--- config.mk ---
export PLATFORM = sky130hd
export DESIGN_NAME = pwr_mode_ctl
export DESIGN_NICKNAME = d
export VERILOG_FILES = /design/src/rtl/pmc_pkg.sv /design/src/rtl/pmc_cfg_reg.sv /design/src/rtl/pmc_mode_ctl.sv /design/src/rtl/pmc_gate_out.sv /design/src/rtl/pwr_mode_ctl.sv
export SDC_FILE = /design/constraint.sdc
export NUM_CORES = 1
export LEC_CHECK = 0
export ABC_AREA = 1
export BUFFER_PORTS_ARGS = -buffer_cell sky130_fd_sc_hd__buf_2
export CAP_MARGIN = 25
export CORE_AREA = 2 2 39 41
export CTS_BUF_LIST = sky130_fd_sc_hd__clkbuf_4
export DETAILED_ROUTE_END_ITERATION = 8
export DIE_AREA = 0 0 41 43
export PLACE_DENSITY_LB_ADDON = 0.2
export SYNTH_ARGS = -nofsm -noshare
export SYNTH_HDL_FRONTEND = slang
export SYNTH_HIERARCHICAL = 1
export SYNTH_SLANG_ARGS = --single-unit
--- constraint.sdc ---
create_clock -name clk -period 1.6 [get_ports clk]
set_input_delay 0.32 -clock clk [delete_from_list [all_inputs] [get_ports clk]]
set_output_delay 0.32 -clock clk [all_outputs]
set_load 0.005 [all_outputs]
--- src/rtl/pmc_pkg.sv ---
// Package: shared constants and types for the power mode control register.
// Assumes an 8-bit register whose bit positions are fixed by software use.
package pmc_pkg;
    localparam int REG_W     = 8;
    localparam int BIT_DBL   = 7;
    localparam int FLAG_LSB  = 2;
    localparam int NUM_FLAGS = 2;
    localparam int BIT_STOP  = 1;
    localparam int BIT_IDLE  = 0;
    localparam logic [REG_W-1:0] FIXED_ONES = 8'h30;

    // Registered freeze and gate enables, all active high.
    typedef struct packed {
        logic cpu;
        logic tmr;
        logic ser;
        logic osc;
        logic per;
        logic pin;
    } gate_t;
endpackage

--- src/rtl/pmc_cfg_reg.sv ---
// pmc_cfg_reg: the readable and writable bits of the power register.
// It holds the baud doubler and the software flags and assembles the read value
// with the constant bits. Assumes wr_ok is already masked while stopped.
module pmc_cfg_reg
    import pmc_pkg::*;
#(
    parameter int W      = REG_W,
    parameter int NFLAGS = NUM_FLAGS,
    parameter int FLSB   = FLAG_LSB
) (
    input  logic              clk,
    input  logic              rst_n,
    input  logic              wr_ok,
    input  logic [W-1:0]      wr_data,
    output logic              dbl,
    output logic [NFLAGS-1:0] flags,
    output logic [W-1:0]      rd_data
);
    logic              dbl_q;
    logic [NFLAGS-1:0] flag_q;

    // Purpose: capture the doubler bit on an accepted write.
    always_ff @(posedge clk) begin
        if (!rst_n)
            dbl_q <= 1'b0;
        else if (wr_ok)
            dbl_q <= wr_data[BIT_DBL];
    end

    // One storage flop per software flag.
    for (genvar g = 0; g < NFLAGS; g++) begin : g_flag
        // Purpose: capture one software flag on an accepted write.
        always_ff @(posedge clk) begin
            if (!rst_n)
                flag_q[g] <= 1'b0;
            else if (wr_ok)
                flag_q[g] <= wr_data[FLSB+g];
        end
    end

    // Purpose: build the read value from the constant bits and the stored bits.
    always_comb begin
        rd_data          = FIXED_ONES;
        rd_data[BIT_DBL] = dbl_q;
        for (int i = 0; i < NFLAGS; i++)
            rd_data[FLSB+i] = flag_q[i];
    end

    assign dbl   = dbl_q;
    assign flags = flag_q;
endmodule

--- src/rtl/pmc_mode_ctl.sv ---
// pmc_mode_ctl: the idle and stop state flops, kept apart from the readable bits.
// Stop is sticky until reset and also clears idle. An idle request beats a wake
// sampled on the same edge. Assumes the requests are already masked while stopped.
module pmc_mode_ctl (
    input  logic clk,
    input  logic rst_n,
    input  logic req_idle,
    input  logic req_stop,
    input  logic wake,
    output logic idle_q,
    output logic stop_q
);
    // Purpose: enter stop on request; only reset leaves it.
    always_ff @(posedge clk) begin
        if (!rst_n)
            stop_q <= 1'b0;
        else if (req_stop)
            stop_q <= 1'b1;
    end

    // Purpose: track idle; stop overrides it, a request sets it, a wake clears it.
    always_ff @(posedge clk) begin
        if (!rst_n)
            idle_q <= 1'b0;
        else if (stop_q || req_stop)
            idle_q <= 1'b0;
        else if (req_idle)
            idle_q <= 1'b1;
        else if (wake)
            idle_q <= 1'b0;
    end
endmodule

--- src/rtl/pmc_gate_out.sv ---
// pmc_gate_out: registers the freeze and gate enables from the mode state.
// Idle freezes the CPU, the timers and the serial port. Stop freezes all of
// these and adds the oscillator halt, the peripheral freeze and the pin hold.
module pmc_gate_out
    import pmc_pkg::*;
(
    input  logic  clk,
    input  logic  rst_n,
    input  logic  idle,
    input  logic  stop,
    output gate_t gate
);
    gate_t nxt;

    // Purpose: map the mode state onto the individual enables.
    always_comb begin
        nxt.cpu = idle | stop;
        nxt.tmr = idle | stop;
        nxt.ser = idle | stop;
        nxt.osc = stop;
        nxt.per = stop;
        nxt.pin = stop;
    end

    // Purpose: register the enables so the outputs are glitch-free.
    always_ff @(posedge clk) begin
        if (!rst_n)
            gate <= '0;
        else
            gate <= nxt;
    end
endmodule

--- src/rtl/pwr_mode_ctl.sv ---
// pwr_mode_ctl: top of the power mode control register.
// Decodes register writes into configuration updates and mode requests, merges
// the two wake sources, and brings out the registered freeze enables.
// Assumes single-cycle write strobes in the clk domain and synchronous wakes.
module pwr_mode_ctl
    import pmc_pkg::*;
(
    input  logic             clk,
    input  logic             rst_n,
    input  logic             wr_en,
    input  logic [REG_W-1:0] wr_data,
    output logic [REG_W-1:0] rd_data,
    input  logic             wake_aux,
    input  logic             wake_ext,
    output logic             baud_dbl,
    output logic [NUM_FLAGS-1:0] user_flags,
    output logic             cpu_hold,
    output logic             tmr_hold,
    output logic             ser_hold,
    output logic             osc_off,
    output logic             periph_hold,
    output logic             pin_hold
);
    logic  idle_q;
    logic  stop_q;
    logic  wr_ok;
    logic  wake_any;
    gate_t gate;

    // Purpose: accept writes only while the clock domain is not stopped.
    assign wr_ok    = wr_en & ~stop_q;
    assign wake_any = wake_aux | wake_ext;

    pmc_cfg_reg #(
        .W      (REG_W),
        .NFLAGS (NUM_FLAGS),
        .FLSB   (FLAG_LSB)
    ) i_cfg (
        .clk     (clk),
        .rst_n   (rst_n),
        .wr_ok   (wr_ok),
        .wr_data (wr_data),
        .dbl     (baud_dbl),
        .flags   (user_flags),
        .rd_data (rd_data)
    );

    pmc_mode_ctl i_mode (
        .clk      (clk),
        .rst_n    (rst_n),
        .req_idle (wr_ok & wr_data[BIT_IDLE]),
        .req_stop (wr_ok & wr_data[BIT_STOP]),
        .wake     (wake_any),
        .idle_q   (idle_q),
        .stop_q   (stop_q)
    );

    pmc_gate_out i_gate (
        .clk   (clk),
        .rst_n (rst_n),
        .idle  (idle_q),
        .stop  (stop_q),
        .gate  (gate)
    );

    assign cpu_hold    = gate.cpu;
    assign tmr_hold    = gate.tmr;
    assign ser_hold    = gate.ser;
    assign osc_off     = gate.osc;
    assign periph_hold = gate.per;
    assign pin_hold    = gate.pin;
endmodule

==> Implementation_results.wiki <==
{| class="wikitable"
! Metric !! Value
|-
| Endpoint type of the worst setup path || output pin
|-
| Beginning of the worst hold path || rst_n
|-
| Synth warn || 6
|-
| Kind of cell with the highest combined delay on the critical path || flip-flops
|-
| Residual overflow from global routing || 0
|-
| Cell count after placement || 83
|-
| Layout cell share with drive strength beyond 1 || 0.3662
|-
| Overall fraction of global-route tracks in use || 0.07739
|-
| Top cells by area in the synthesized netlist || sky130_fd_sc_hd__dfxtp_1, sky130_fd_sc_hd__buf_4, sky130_fd_sc_hd__nand2_1
|-
| First-pass GRT wire length || 828 µm
|-
| Number of slew-limit violations in the final report || 0
|-
| Internal power summed over all cells || 0.3308 mW
|-
| Maximum number of pins on one net before global-route repair || 8
|-
| Internal reg-to-reg setup slack || 0.72 ns
|-
| Number of global-route vias before repair || 234
|-
| Syn Std Cell Area || 371.6 µm²
|-
| # fillers || 168
|-
| Reg-to-Reg End || i_cfg/dbl
|-
| Post-synthesis sequential element count || 7
|-
| Switching part of the total || 0.2372
|-
| Stage delay of the slowest cell on the critical path || 0.34 ns
|-
| TritonCTS clock tree || built
|-
| Hold-fix buffers, CTS || 0
|-
| Static Leakage || 0.3001 nW
|-
| Post-synth top cells || sky130_fd_sc_hd__buf_4, sky130_fd_sc_hd__nand2_1, sky130_fd_sc_hd__inv_1, sky130_fd_sc_hd__nor2_1, sky130_fd_sc_hd__dfxtp_1
|-
| Cell depth of the worst hold path || 3
|-
| Final setup vio count || 0
|-
| Area of the die || 1763 µm²
|-
| Routed vias/inst || 3.552
|-
| Worst Path Max Fanout || 3
|-
| Buffers & Inverters on Critical Path || 1
|-
| Fin nets || 85
|-
| Number of nets with antenna violations after routing || 0
|-
| Non-filler cells, final || 87
|-
| Maximum Capacitance Violations || 0
|-
| Primary flip-flop cell chosen by synthesis mapping || sky130_fd_sc_hd__dfxtp_1
|-
| Type of the worst min-delay path || in -> reg
|-
| Die span in x || 41 µm
|-
| Startpoint kind of the worst setup timing path || flip-flop
|-
| TritonCTS buffer count || 3
|-
| RSZ-0062 raised after global routing || no
|-
| Synthesized instance count || 55
|-
| Terminating pin of the worst hold path || i_mode/stop_q
|-
| Cell accounting for the most synthesized area || sky130_fd_sc_hd__dfxtp_1
|-
| Clock transition at the registers of the reported paths || 0.05 ns
|-
| Final HPWL from detailed placement || 429.7 µm
|-
| Classification of the worst setup path || reg -> out
|-
| Number of enable flip-flop cells after synthesis || 0
|-
| Vertical extent of the die || 43 µm
|-
| Iter 0 DRT Violations || 2
|-
| Fraction of the cycle the final worst path needs || 0.6373
|-
| Worst endpoint data arrival time || 0.70 ns
|-
| Achievable frequency || 980.7 MHz
|-
| Pre-CTS worst setup slack || 0.6884 ns
|-
| Initial core utilization || 0.2685
|-
| Buffers inserted by post-CTS timing repair || 0
|-
| Final setup skew || 0.0004127 ns
|-
| Outcome || completed
|-
| Post-route core utilization || 0.3237
|-
| Area of placed instances || 417.9 µm²
|-
| Critical path data required time || 1.28 ns
|-
| Antenna cell count || 0
|-
| Clk_lat worst skew || 0.25 ns
|-
| Switching power of the nets || 0.1029 mW
|-
| Clock share of power || 0.402
|-
| Initial antenna violation count || 0
|-
| Final critical path time including I/O delays and setup || 1.020 ns
|-
| Fraction of registers with async set or reset after synthesis || 0
|-
| Share of total power in sequential cells || 0.448
|-
| Drt first pass iters || 2
|-
| Final routed wire length divided by cell count || 6.379 µm
|-
| Reg2reg start || i_mode/stop_q
|-
| PostCTS Resize Cnt || 0
|-
| Core Footprint || 1384 µm²
|-
| Number of port buffers || 21
|-
| Total DRC errors in the routed layout || 0
|-
| Vias after detailed routing || 309
|-
| Cell row count || 14
|-
| Leading cell type by number of instances after synthesis || sky130_fd_sc_hd__buf_4
|-
| Register-to-Register Path Depth || 6
|-
| # H-tree levels || 1
|-
| Root Driver || sky130_fd_sc_hd__clkbuf_4
|-
| Setup_tns || 0 ns
|-
| Maximum clock path buffer count || 2
|-
| Portion of the post-synthesis area used by sequential elements || 0.3771
|-
| Design area || 447.9 µm²
|-
| Synthesized area per cell || 6.756 µm²
|-
| Critical Path, Cell by Cell || buf_2
|-
| Cell type of the slowest stage on the worst timing path || sky130_fd_sc_hd__dfxtp_1
|-
| Share of the synthesized area in the top cell type || 0.3771
|-
| Gate power share || 0.150
|-
| Worst hold slack || 0.3486 ns
|-
| Tot Pwr || 0.4336 mW
|-
| Final hold violations || 0
|-
| Peak supply drop || 0.2507 mV
|-
| Setup WS post-layout || 0.5803 ns
|-
| Distinct cells, synth || 9
|-
| Num Clock Sinks || 7
|-
| Power per unit of standard cell area || 968.1 nW/µm²
|-
| P&R area growth vs syn || 20.54%
|-
| Gpl congestion || 0.5936
|-
| I/O pin count || 30
|-
| Final wirelength || 555 µm
|}
[power groups by stage]
| stage | logic [mW] | registers [mW] | clock network [mW] |
|---|---|---|---|
| floorplan | 0.0546 | 0.199 | 0 |
| finish | 0.0649 | 0.194 | 0.174 |
| global placement | 0.0654 | 0.197 | 0 |
| detailed placement | 0.0656 | 0.198 | 0 |
| global route | 0.0769 | 0.196 | 0.193 |
| CTS | 0.0658 | 0.195 | 0.182 |
[state kept, by name, indices dropped and copies added, names as in the netlist]
| signal | count |
|---|---|
| i_cfg/flags | 2 |
| i_mode/stop_q | 1 |
| i_gate/gate | 2 |
| i_mode/idle_q | 1 |
| i_cfg/dbl | 1 |
[cell usage in the layout (no fill, tap or decap), drive strengths merged]
| cell type | instances |
|---|---|
| a21oi | 1 |
| clkbuf | 4 |
| nand2 | 11 |
| nor2 | 11 |
| or2 | 1 |
| dfxtp | 7 |
| inv | 10 |
| buf | 21 |
| conb | 5 |
[cell families (layout without fill, tap and decap cells)]
logic type,after synthesis,count (layout),synth area share
buffers and inverters,22,35,0.3435
AOI/OAI and AO/OA,1,1,0.01346
other,2,5,0.02021
DFF,7,7,0.3771
and+or+nand+nor,23,23,0.2458
[area by class of cell]
| cell class | instances | area [µm²] | share of cell area |
|---|---|---|---|
| Clock buffer | 4 | 30.03 | 0.06704 |
| Inverter | 10 | 37.54 | 0.08380 |
| Tap cell | 16 | 20.02 | 0.04469 |
| Multi-Input combinational cell | 29 | 115.1 | 0.2570 |
| Timing Repair Buffer | 21 | 105.1 | 0.2346 |
| Sequential cell | 7 | 140.1 | 0.3128 |
[per-layer routing]
metal / part of all wire / global-route usage / routed length [µm] / vias up
li1: - / - / - / 170
met1: 0.46 / 0.08065 / 253 / 116
met5: 0 / 0 / 0 / -
met2: 0.39 / 0.09688 / 216 / 21
met4: 0.022 / 0.1000 / 12 / 0
met3: 0.13 / 0.03141 / 72 / 2
[worst max path at each step]
| stage | slack (ns) | end | cells after the start | start |
|---|---|---|---|---|
| floorplan | 0.81 | i_cfg/dbl | 5 | i_mode/stop_q |
| global placement | 0.70 | i_cfg/flags[0] | 6 | wr_en |
| detailed placement | 0.69 | i_cfg/dbl | 6 | wr_en |
| CTS | 0.56 | rd_data[3] | 1 | i_cfg/flags[1] |
| global route | 0.52 | rd_data[3] | 1 | i_cfg/flags[1] |
| finish | 0.58 | user_flags[1] | 1 | i_cfg/flags[1] |
Power figures use the tool's default switching activity.
